`src/rtl/tagdir_pkg.sv`:
```
package tagdir_pkg;

    typedef enum logic [1:0] {
        ST_IDLE,
        ST_FIRST,
        ST_SECOND
    } tagdir_state_e;

    typedef enum logic [1:0] {
        AC_ONE_LINE,
        AC_TWO_LINES,
        AC_BAD_SPAN
    } tagdir_span_e;

endpackage

```
`src/rtl/tagdir_span_decode.sv`:
```
module tagdir_span_decode
    import tagdir_pkg::*;
#(
    parameter int ADDR_W = 32,
    parameter int SIZE_W = 8,
    parameter int OFF_W  = 4,
    parameter int IDX_W  = 3,
    parameter int TAG_W  = ADDR_W - OFF_W - IDX_W
) (
    input  logic [ADDR_W-1:0] addr,
    input  logic [SIZE_W-1:0] size,
    output logic [IDX_W-1:0]  first_set,
    output logic [IDX_W-1:0]  second_set,
    output logic [TAG_W-1:0]  tag,
    output tagdir_span_e      span
);

    logic [ADDR_W-1:0] last_byte;
    logic [IDX_W-1:0]  next_set;
    logic              unused_bits;

    always_comb begin
        last_byte  = addr + ADDR_W'(size) - ADDR_W'(1);
        first_set  = addr[OFF_W +: IDX_W];
        second_set = last_byte[OFF_W +: IDX_W];
        // power-of-two set count: overflow of the add is the modulo
        next_set   = first_set + IDX_W'(1);
        tag        = addr[ADDR_W-1 -: TAG_W];
        if (second_set == first_set) begin
            span = AC_ONE_LINE;
        end else if (second_set == next_set) begin
            span = AC_TWO_LINES;
        end else begin
            span = AC_BAD_SPAN;
        end
    end

    assign unused_bits = ^{addr[OFF_W-1:0], last_byte[OFF_W-1:0],
                           last_byte[ADDR_W-1 -: TAG_W]};

endmodule

```
`src/rtl/tagdir_set_update.sv`:
```
module tagdir_set_update #(
    parameter int WAYS  = 2,
    parameter int TAG_W = 25
) (
    input  logic [WAYS-1:0][TAG_W-1:0] row_in,
    input  logic [TAG_W-1:0]           tag,
    output logic                       found,
    output logic [WAYS-1:0][TAG_W-1:0] row_out
);

    localparam int PW = (WAYS > 1) ? $clog2(WAYS) : 1;

    logic [PW-1:0] pos;

    // lowest matching way wins; without a match the last way is evicted
    always_comb begin
        found = 1'b0;
        pos   = PW'(WAYS - 1);
        for (int i = WAYS - 1; i >= 0; i--) begin
            if (row_in[i] == tag) begin
                found = 1'b1;
                pos   = PW'(i);
            end
        end
    end

    assign row_out[0] = tag;

    generate
        for (genvar j = 1; j < WAYS; j++) begin : g_shift
            assign row_out[j] = (PW'(j) <= pos) ? row_in[j-1] : row_in[j];
        end
    endgenerate

endmodule

```
`src/rtl/tagdir_miss_ctr.sv`:
```
module tagdir_miss_ctr #(
    parameter int CNT_W = 32
) (
    input  logic             clk,
    input  logic             rst_n,
    input  logic             bump,
    output logic [CNT_W-1:0] count
);

    localparam logic [CNT_W-1:0] CNT_MAX = {CNT_W{1'b1}};

    always_ff @(posedge clk) begin
        if (!rst_n) begin
            count <= '0;
        end else if (bump && count != CNT_MAX) begin
            count <= count + CNT_W'(1);
        end
    end

    assert_count_step_R10: assert property (@(posedge clk) disable iff (!rst_n)
        (bump && count != CNT_MAX) |=> count == $past(count) + CNT_W'(1));

    assert_count_hold_R10: assert property (@(posedge clk) disable iff (!rst_n)
        !bump |=> $stable(count));

    assert_count_saturate_R10: assert property (@(posedge clk) disable iff (!rst_n)
        count == CNT_MAX |=> count == CNT_MAX);

endmodule

```
`src/rtl/tagdir_lru.sv`:
```
module tagdir_lru
    import tagdir_pkg::*;
#(
    parameter int ADDR_W      = 32,
    parameter int SIZE_W      = 8,
    parameter int CACHE_BYTES = 256,
    parameter int LINE_BYTES  = 16,
    parameter int WAYS        = 2,
    parameter int CNT_W       = 32
) (
    input  logic              clk,
    input  logic              rst_n,
    input  logic              req_valid,
    output logic              req_ready,
    input  logic [ADDR_W-1:0] req_addr,
    input  logic [SIZE_W-1:0] req_size,
    output logic              done,
    output logic              hit,
    output logic              miss,
    output logic              err,
    output logic [CNT_W-1:0]  miss_count
);

    localparam int SETS  = CACHE_BYTES / LINE_BYTES / WAYS;
    localparam int OFF_W = $clog2(LINE_BYTES);
    localparam int IDX_W = $clog2(SETS);
    localparam int TAG_W = ADDR_W - OFF_W - IDX_W;

    tagdir_state_e state_q, state_d;

    logic [IDX_W-1:0] dec_first, dec_second;
    logic [TAG_W-1:0] dec_tag;
    tagdir_span_e     dec_span;

    logic [IDX_W-1:0] set_a_q, set_b_q, cur_set;
    logic [TAG_W-1:0] tag_q;
    tagdir_span_e     span_q;
    logic             first_missed_q;

    logic [WAYS-1:0][TAG_W-1:0] tags_q [SETS];
    logic [WAYS-1:0][TAG_W-1:0] row_rd, row_wr;
    logic                       lk_hit, wr_en, bump, req_fire;

    tagdir_span_decode #(
        .ADDR_W(ADDR_W), .SIZE_W(SIZE_W), .OFF_W(OFF_W),
        .IDX_W(IDX_W), .TAG_W(TAG_W)
    ) u_decode (
        .addr(req_addr), .size(req_size),
        .first_set(dec_first), .second_set(dec_second),
        .tag(dec_tag), .span(dec_span)
    );

    assign req_ready = (state_q == ST_IDLE);
    assign req_fire  = req_valid && req_ready;
    assign cur_set   = (state_q == ST_SECOND) ? set_b_q : set_a_q;
    assign row_rd    = tags_q[cur_set];

    tagdir_set_update #(.WAYS(WAYS), .TAG_W(TAG_W)) u_update (
        .row_in(row_rd), .tag(tag_q), .found(lk_hit), .row_out(row_wr)
    );

    assign wr_en = ((state_q == ST_FIRST) && (span_q != AC_BAD_SPAN))
                || (state_q == ST_SECOND);
    assign bump  = ((state_q == ST_FIRST) && (span_q == AC_ONE_LINE) && !lk_hit)
                || ((state_q == ST_SECOND) && (first_missed_q || !lk_hit));

    tagdir_miss_ctr #(.CNT_W(CNT_W)) u_ctr (
        .clk(clk), .rst_n(rst_n), .bump(bump), .count(miss_count)
    );

    // next-state logic
    always_comb begin
        state_d = state_q;
        unique case (state_q)
            ST_IDLE:   if (req_fire) state_d = ST_FIRST;              // accept
            ST_FIRST:  state_d = (span_q == AC_TWO_LINES) ? ST_SECOND // continue_span
                                                          : ST_IDLE;  // finish_single / finish_error
            ST_SECOND: state_d = ST_IDLE;                             // finish_span
            default:   state_d = ST_IDLE;
        endcase
    end

    // state register
    always_ff @(posedge clk) begin
        if (!rst_n) state_q <= ST_IDLE;
        else        state_q <= state_d;
    end

    // request capture and tag storage
    always_ff @(posedge clk) begin
        if (!rst_n) begin
            set_a_q        <= '0;
            set_b_q        <= '0;
            tag_q          <= '0;
            span_q         <= AC_ONE_LINE;
            first_missed_q <= 1'b0;
            for (int s = 0; s < SETS; s++) tags_q[s] <= '0;
        end else begin
            if (req_fire) begin
                set_a_q <= dec_first;
                set_b_q <= dec_second;
                tag_q   <= dec_tag;
                span_q  <= dec_span;
            end
            if (state_q == ST_FIRST) first_missed_q <= !lk_hit;
            if (wr_en) tags_q[cur_set] <= row_wr;
        end
    end

    // registered result outputs
    always_ff @(posedge clk) begin
        if (!rst_n) begin
            done <= 1'b0;
            hit  <= 1'b0;
            miss <= 1'b0;
            err  <= 1'b0;
        end else begin
            done <= 1'b0;
            hit  <= 1'b0;
            miss <= 1'b0;
            err  <= 1'b0;
            unique case (state_q)
                ST_IDLE: ;
                ST_FIRST: begin
                    if (span_q == AC_BAD_SPAN) begin
                        done <= 1'b1;
                        err  <= 1'b1;
                    end else if (span_q == AC_ONE_LINE) begin
                        done <= 1'b1;
                        hit  <= lk_hit;
                        miss <= !lk_hit;
                    end
                end
                ST_SECOND: begin
                    done <= 1'b1;
                    hit  <= !first_missed_q && lk_hit;
                    miss <= first_missed_q || !lk_hit;
                end
                default: ;
            endcase
        end
    end

    assert_done_single_pulse_R3: assert property (@(posedge clk) disable iff (!rst_n)
        done |=> !done);

    assert_accept_goes_busy_R3: assert property (@(posedge clk) disable iff (!rst_n)
        (req_valid && req_ready) |=> !req_ready);

    assert_one_outcome_R4: assert property (@(posedge clk) disable iff (!rst_n)
        done |-> $countones({hit, miss, err}) == 1);

    assert_quiet_outcome_R4: assert property (@(posedge clk) disable iff (!rst_n)
        !done |-> !(hit || miss || err));

    assert_err_no_count_R9: assert property (@(posedge clk) disable iff (!rst_n)
        (done && err) |-> $stable(miss_count));

endmodule

```
`config.mk`:
```
export PLATFORM = sky130hd
export DESIGN_NAME = tagdir_lru
export DESIGN_NICKNAME = d
export VERILOG_FILES = /design/src/rtl/tagdir_pkg.sv /design/src/rtl/tagdir_span_decode.sv /design/src/rtl/tagdir_set_update.sv /design/src/rtl/tagdir_miss_ctr.sv /design/src/rtl/tagdir_lru.sv
export SDC_FILE = /design/constraint.sdc
export NUM_CORES = 1
export LEC_CHECK = 0
export ABC_AREA = 1
export BUFFER_PORTS_ARGS = -buffer_cell sky130_fd_sc_hd__buf_2
export CAP_MARGIN = 10
export CELL_PAD_IN_SITES_DETAIL_PLACEMENT = 1
export CELL_PAD_IN_SITES_GLOBAL_PLACEMENT = 1
export CORE_ASPECT_RATIO = 0.9
export CORE_MARGIN = 2
export CORE_UTILIZATION = 40
export CTS_BUF_LIST = sky130_fd_sc_hd__clkbuf_4 sky130_fd_sc_hd__clkbuf_8
export CTS_CLUSTER_SIZE = 12
export DETAILED_ROUTE_END_ITERATION = 8
export PLACE_DENSITY_LB_ADDON = 0.08
export SLEW_MARGIN = 20
export SYNTH_ARGS = -nofsm -noshare
export SYNTH_HDL_FRONTEND = slang
export SYNTH_SLANG_ARGS = --single-unit
```
`constraint.sdc`:
```
create_clock -name clk -period 9.55 [get_ports clk]
set_input_delay 1.91 -clock clk [delete_from_list [all_inputs] [get_ports clk]]
set_output_delay 1.91 -clock clk [all_outputs]
set_load 0.1 [all_outputs]
```
---- Word-level counts from Yosys, hierarchy flattened ----
Memory sizes are Yosys's and may differ from the RTL's.
Cells that the tools add are included.
storage, ports and cells
  register bits ........................... 72
  bits in writable memories ............... 400
  input bits .............................. 43
  output and inout bits ................... 37
  logic and storage cells ................. 71
  memories kept ........................... 1
memories
  name    words  width  read ports  clocked after memory_dff  write ports  line              text
  tags_q  8      50     1           0                         8            tagdir_lru.sv:40  logic [WAYS-1:0][TAG_W-1:0] tags_q [SETS];
cells by class
  $add $sub $neg .......................... 4
  $lt $le $gt $ge ......................... 1
  eq/ne operators ......................... 11
  muxes and demuxes ....................... 27
  reductions and logical operators ........ 16
operators by type and width
  kind                     number
  $eq A25 B25 Y1           2
  $mux W50                 1
  $reduce_or A50 Y1        1
  $add A32 B1 Y32 const B  1
  $ne A32 B32 Y1 const B   1
  $mux W25                 1
  $mux W1                  15
  $mux W2                  4
  $add A7 B7 Y7            1
  $logic_and A1 B1 Y1      7
  $sub A7 B1 Y7 const B    1
  $eq A3 B3 Y1             2
  $mux W3                  2
  $pmux W1 S2              3
  $eq A2 B1 Y1 const B     2
  $eq A2 B2 Y1 const B     2
  $logic_not A2 Y1         2
  $pmux W2 S2              1
  $add A3 B1 Y3 const B    1
  $logic_or A1 B1 Y1       3
  $logic_not A1 Y1         2
  $ne A2 B1 Y1 const B     1
  $ne A2 B2 Y1 const B     1
  $reduce_and A2 Y1        1
  $le A1 B1 Y1 const A     1

---- Depth between registers and ports, before layout ----
Gate-level depths: netlist of the first run.
An unclocked memory read counts as a cell.
  depth after elaboration ................. 11
  gate-level depth with buffers ........... 26
  depth with buffers taken out ............ 23

---- Modules after synthesis ----
A second synthesis of the first run with hierarchy kept.
second synthesis, totals
  cell total of the unflattened synthesis .. 3164
  area, all modules ....................... 25273.0 µm²
modules (own cells, without submodules)
  module              instances  cells an instance  area each (µm²)  sequential area each (µm²)
  tagdir_lru          1          2428               21167.8          12812.3
  tagdir_miss_ctr     1          324                1911.8           640.6
  tagdir_set_update   1          281                1420.1           0.0
  tagdir_span_decode  1          131                773.2            0.0

---- Worst setup path after synthesis of the first run ----
Ideal clock, no wire load.
  path kind ............................... input to register
  start point ............................. input rst_n
  end point ............................... memory tags_q[0][0] in the netlist's numbering, enable pin
  arrival ................................. 3.901 ns
  data required time ...................... 9.141 ns
  path slack .............................. 5.240 ns
  cell stages on the path ................. 6
  buffers on the path ..................... 2
  cells stage by stage .................... clkbuf_1 -> o21ai_0 -> nor2_1 -> nand2_1 -> clkbuf_1 -> nand2_1
RTL lines
  element          line              text
  start, declared  tagdir_lru.sv:12  input logic rst_n,
  end, declared    tagdir_lru.sv:40

---- Final worst setup path of the first run ----
  start point ............................. register state_q[0]
  end point ............................... register u_ctr.count[27]
between the ends
  cells in the longest elaborated chain, start to end .. 11
ends and longest elaborated chain
  element                 line                                text
  start, declared         tagdir_lru.sv:29                    tagdir_state_e state_q, state_d;
  start signal, assigned  tagdir_lru.sv:86                    else state_q <= state_d;
  $eq A2 B2 Y1            tagdir_lru.sv:55, tagdir_lru.sv:65
  $mux W3                 tagdir_lru.sv:55                    assign cur_set = (state_q == ST_SECOND) ? set_b_q : set_a_q;
  $mem_v2 Z8 W50          n/a
  $eq A25 B25 Y1          tagdir_set_update.sv:20             if (row_in[i] == tag) begin
  $mux W1 (2 in a row)    tagdir_set_update.sv:20
  $logic_not A1 Y1        tagdir_lru.sv:64, tagdir_lru.sv:65
  $logic_or A1 B1 Y1      tagdir_lru.sv:65                    || ((state_q == ST_SECOND) && (first_missed_q || !lk_hit));
  $logic_and A1 B1 Y1     tagdir_lru.sv:65
  $logic_or A1 B1 Y1 *    tagdir_lru.sv:65
  $logic_and A1 B1 Y1 *   tagdir_miss_ctr.sv:15               end else if (bump && count != CNT_MAX) begin
  end signal, assigned    tagdir_miss_ctr.sv:16               count <= count + CNT_W'(1);
  end, declared           tagdir_miss_ctr.sv:7                output logic [CNT_W-1:0] count
Mark *: on every way between the ends. The rest lies on a longest branch, timed or not.
A chain may end at the register's enable or synchronous reset.

==> flow_summary.json, run 1 <==
{
  "cts_tree": "built",
  "ys_ff_latch": 472,
  "max_freq_ghz": 0.190,
  "reg2reg_slack_ns": 4.28,
  "grt_overflow_total": 0,
  "reg2reg_to": "u_ctr.count[27]",
  "min_period_ns": 5.27,
  "core_um2": 55400,
  "peakVddDrop_mv": 0.0882,
  "dr.pass1.iters": 5,
  "ys_types": 35,
  "place_area_um2": 23200,
  "cts_sinks": 472,
  "first_iter_violations": 1014,
  "slew_viol_final": 0,
  "dieArea_um2": 57800,
  "final_cell_area_um2": 24900,
  "skew_ns": 0.0292,
  "slowest_stage": "nor2_4",
  "finalNetCount": 2566,
  "post-route-drc-count": 0,
  "synth-edff-count": 400,
  "grt_usage": 0.246,
  "grt_max_degree": 114,
  "grt_pass1_vias": 18300,
  "ios": 80,
  "grt_pass1_wl_um": 107000,
  "ys_warn_count": 0,
  "cts_root_buf": "clkbuf_8",
  "r2r_cells": 23,
  "die_w_um": 253,
  "slowest_delay_ns": 0.82,
  "synthCells": 2475,
  "worstPathRequired_ns": 10.05,
  "ant_nets": 0,
  "cts_resized": 0,
  "hold_end": "set_a_q[0]",
  "fin_tns_setup_ns": 0,
  "total_power_mw": 5.21,
  "min_path_cells": 2,
  "fillers": 6449,
  "clk_latency_ns": 0.67,
  "r2r-start": "state_q[0]",
  "cts_hold_buf": 0,
  "min_from": "set_a_q[0]",
  "vias": 17300,
  "critPathArrivalTime_ns": 5.78,
  "ys.flop_type": "edfxtp_1",
  "worstMarginPinSlew_ns": 1.09,
  "cp_cell_sequence": "inv_1 > ha_1 > inv_4 > nand2_1 > nand2_1 > nor2_4 > buf_4 > nand3_1 > nand2_1 > inv_1 > nand4_1 > nand2_1 > nand2_1 > nor2_1 > nand2_1 > nor2_1 > nand2_2 > buf_4 > nand3_2 > nand2_4 > nand2_4 > nand2_1 > a21oi_1",
  "end_kind": "flop",
  "worstSetupStartpointType": "flop",
  "antenna_found_initial": 0,
  "postCtsSetupBuffers": 0,
  "critPathKind": "flop to flop",
  "syn_avg_cell_area_um2": 9.03,
  "fin_crit_sh": 0.552,
  "synthesis.nets": 2532,
  "wl_per_cell_um": 21.3,
  "gp_congestion": 0.823,
  "port_buffers": 78,
  "synthToLayoutAreaGrowth_pct": 11.3,
  "grt_setup_unrepaired": "no",
  "h-tree-depth": 3,
  "timing.max_slew.rel_slack": 0.275,
  "seq_area_frac_synth": 0.602,
  "dieHeight_um": 228,
  "layout_setup_ws_ns": 4.28,
  "status": "finished clean",
  "drive_above_1_share": 0.118,
  "viasPerCell": 5.27,
  "hp-class": "flop to flop",
  "critPathBufInv": 5,
  "max-cap-violations": 0,
  "path_delay_family": "simple AND/OR/NAND/NOR gates",
  "setup_viol_count_final": 0,
  "syn_area_um2": 22300,
  "cts_buffer_depth": 3,
  "crit_top_cell": "nand2_1",
  "cts_buffers": 85,
  "power_per_cell_area_nw_per_um2": 210,
  "diodes": 0,
  "rows": 82,
  "drt-total-wl_um": 70000,
  "synthArstFlopShare": 0,
  "final_hold_viol_count": 0,
  "crit_fanout": 34,
  "dp_hpwl_um": 36100,
  "leakage_nw": 9.55,
  "preCtsSetupSlack_ns": 4.31,
  "initial_core_util": 0.403,
  "path_clk_slew_ns": 0.06
}
[per-stage QoR]
| step | hold slack, ns | cells | util |
|---|---|---|---|
| floorplan | 0.444 | 2475 | - |
| global placement | 0.456 | 3136 | 0.418 |
| detailed placement | 0.473 | 3136 | 0.418 |
| CTS | 0.491 | 3290 | 0.449 |
| global route | 0.508 | 3290 | 0.449 |
| finish | 0.486 | 3290 | 0.449 |
[logic make-up after synthesis]
group	after synthesis	synth area share
AND/OR/NAND/NOR	1524	0.277
AO/OA/AOI/OAI	146	0.0374
multiplexers	1	0.000504
flip-flops	472	0.602
buffers and inverters	260	0.0520
adder cells (fa/ha/maj)	14	0.00784
XOR/XNOR	58	0.0227
[cell type report]
type	instances	area (µm²)	share of cell area
flip-flops and latches	472	13500	0.541
well taps	714	893	0.0359
repair buffers	101	576	0.0232
inverters	106	400	0.0161
clock buffers	129	1560	0.0626
multi-input cells	1743	7840	0.316
clock inverters	25	134	0.00539
[cells in the final DEF, fill, tap and decap left out, types with 51 or more instances in the layout]
cell      instances
inv_1            99
a21oi_1          68
buf_2            78
xor2_1           51
nand2_1         676
clkbuf_8         94
edfxtp_1        400
dfxtp_1          72
nor2_1          510
nand3_1         244
[cells in the mapped netlist (all sizes together), types with 2 or more instances]
| library cell | instances | area (µm²) |
|---|---|---|
| a21o | 2 | 15.0 |
| buf | 76 | 469 |
| inv | 101 | 382 |
| nor2 | 523 | 2000 |
| clkbuf | 78 | 293 |
| nand4 | 20 | 125 |
| ha | 14 | 175 |
| clkinv | 5 | 18.8 |
| a21oi | 79 | 437 |
| xor2 | 51 | 447 |
| dfxtp | 72 | 1440 |
| edfxtp | 400 | 12000 |
| o21ai | 61 | 354 |
| nand2 | 698 | 2640 |
| or2 | 3 | 18.8 |
| nor4 | 7 | 43.8 |
| nand3 | 245 | 1230 |
| xnor2 | 7 | 61.3 |
| nor3 | 27 | 135 |
[sequential cells by signal (all words and copies together) (netlist names), 2 cells and up]
signal       cells
state_q          2
span_q           2
tags_q         400
u_ctr.count     32
tag_q           25
set_b_q          3
set_a_q          3
[how the worst max path moves through the flow]
| stage | startpoint | end | cells past startpoint | slack, ns |
|---|---|---|---|---|
| global route | state_q[0] | u_ctr.count[23] | 23 | 3.81 |
| finish | state_q[0] | u_ctr.count[27] | 23 | 4.28 |
| floorplan | rst_n | tags_q[0][0] | 6 | 5.24 |
| detailed placement | rst_n | tags_q[5][28] | 7 | 4.31 |
| global placement | rst_n | tags_q[0][9] | 7 | 4.42 |
| CTS | state_q[0] | u_ctr.count[27] | 23 | 4.30 |
[per-layer routing]
metal  vias to the layer above  global-route usage  share of wire
li1                       8231                   -              -
met1                      8639               0.317           0.44
met2                       360               0.431           0.50
met3                       115              0.0393          0.043
met4                         0              0.0632          0.021
met5                         -                   0              0
[where the power goes]
| part | internal (mW) | switching (mW) |
|---|---|---|
| logic | 0.218 | 0.700 |
| registers | 2.34 | 0.0345 |
| clock network | 1.06 | 0.857 |
[worst min-delay path: stages (launching register included)]
cell	delay (ns)
dfxtp_1	0.31
inv_1	0.07
a21oi_1	0.06
(Power assumes the default switching activity.)
==> run 2: changes to the inputs <==
Clock period 9.55 ns to 5.1 ns, I/O delays scaled along.
==> flow_summary.json, run 2 (synthesized netlist as in run 1, its figures left out) <==
{
  "status": "finished clean",
  "cts_resized": 0,
  "fin_util": 0.457,
  "port_buffers": 78,
  "grt_util_met1": 0.346,
  "postCtsSetupBuffers": 0,
  "grt_max_degree": 53,
  "final_common_cell": "nand2_1",
  "die_w_um": 253,
  "end_kind": "flop",
  "vias": 17600,
  "reg.largest.list": "tags_q (400), u_ctr.count (32), tag_q (25)",
  "fin_tns_setup_ns": 0,
  "drt-total-wl_um": 70700,
  "hp-class": "flop to flop",
  "clk_latency_ns": 0.68,
  "r2r_cells": 19,
  "setup_viol_count_final": 0,
  "critPathKind": "flop to flop",
  "dr.pass1.iters": 6,
  "finalNetCount": 2598,
  "skew_ns": 0.0325,
  "synthToLayoutAreaGrowth_pct": 13.2,
  "max_freq_ghz": 0.226,
  "timing.max_slew.rel_slack": 0.301,
  "dp_hpwl_um": 39600,
  "cts_sinks": 472,
  "grt_usage": 0.249,
  "diodes": 0,
  "path_clk_slew_ns": 0.06,
  "cts_buffer_depth": 3,
  "total_power_mw": 9.85,
  "final_hold_viol_count": 0,
  "final_cell_mix": "nand2_1, nor2_1, edfxtp_1",
  "cts_tree": "built",
  "grt_setup_unrepaired": "no",
  "critPathArrivalTime_ns": 4.79,
  "dieArea_um2": 57800,
  "min_from": "set_a_q[2]",
  "worstMarginPinSlew_ns": 1.05,
  "worstPathRequired_ns": 5.47,
  "min_period_ns": 4.42,
  "ios": 80,
  "worstSetupStartpointType": "flop",
  "core_um2": 55400,
  "reg2reg_to": "tags_q[4][33]",
  "viasPerCell": 5.31,
  "ant_nets": 0,
  "antenna_found_initial": 0,
  "max-cap-violations": 0,
  "grt_overflow_total": 0,
  "crit_start": "state_q[0]",
  "rows": 82,
  "final_cell_area_um2": 25300,
  "slew_viol_final": 0,
  "wl_per_cell_um": 21.3,
  "gp_congestion": 0.841,
  "cts_hold_buf": 0,
  "initial_core_util": 0.403,
  "grt_pass1_wl_um": 109000,
  "dieHeight_um": 228,
  "crit_fanout": 30,
  "fin_crit_sh": 0.867,
  "min_path_cells": 2,
  "fillers": 6432,
  "power_per_cell_area_nw_per_um2": 389,
  "h-tree-depth": 3,
  "holdWs_ns": 0.477,
  "grt_pass1_vias": 18400,
  "post-route-drc-count": 0,
  "cts_root_buf": "clkbuf_8",
  "leakage_nw": 9.80,
  "hold_end": "set_a_q[2]",
  "grtUsageMet2": 0.406,
  "reg2reg_slack_ns": 0.68,
  "use_met3": 0.0397,
  "place_area_um2": 23600,
  "regArea_um2": 13500,
  "cts_buffers": 83,
  "first_iter_violations": 1268,
  "peakVddDrop_mv": 0.181,
  "top_register": "tags_q",
  "grt-busiest-layer": "met2",
  "drive_above_1_share": 0.133,
  "largest_reg_flops": 400,
  "multi_input_comb_area_um2": 7840,
  "r2r-start": "state_q[0]"
}
## run 2: cell type report
type,count,share of cell area
timing repair buffer,135,0.0403
multi-input combinational,1743,0.310
clock buffer,141,0.0649
sequential,472,0.532
inverter,106,0.0158
tap,714,0.0353
clock inverter,10,0.00173
## run 2: worst max-delay path by stage
stage	endpoint	slack, ns	depth (start not counted)
5_1_grt	tags_q[2][36]	0.30	19
6_report	tags_q[4][33]	0.68	19
3_3_place_gp	tags_q[2][32]	0.67	19
2_1_floorplan	tags_q[0][0]	1.68	6
4_1_cts	tags_q[4][33]	0.58	19
3_5_place_dp	tags_q[5][26]	0.64	19
## run 2: metal layers
metal / wire [µm] / vias to the layer above
met3: 3450 / 107
met4: 1500 / 0
li1: - / 8281
met1: 32600 / 8852
met5: 0 / -
met2: 33100 / 397
## run 2: worst max-delay path, cell delays in order (launching register included)
cell	delay (ns)
dfxtp_1	0.37
inv_1	0.08
ha_1	0.34
inv_4	0.15
nand2_1	0.10
nand2_4	0.37
buf_4	0.38
nand2_1	0.10
nand3_1	0.11
nand2_1	0.08
nor2_2	0.19
xor2_1	0.24
nand2_1	0.09
nor2_1	0.18
nand2_1	0.13
nor2_1	0.12
nand2_2	0.24
buf_4	0.34
a21oi_2	0.37
nor2_1	0.09
## run 2: power breakdown
group | total (mW) | switching (mW) | internal (mW)
logic | 1.82 | 1.34 | 0.476
clock network | 3.58 | 1.57 | 2.01
registers | 4.45 | 0.0657 | 4.38
## run 2: per-stage QoR
step           instances  setup slack, ns
3_3_place_gp        3170            0.674
3_5_place_dp        3170            0.643
5_1_grt             3321            0.297
6_report            3321            0.679
4_1_cts             3321            0.585
2_1_floorplan       2475             1.68
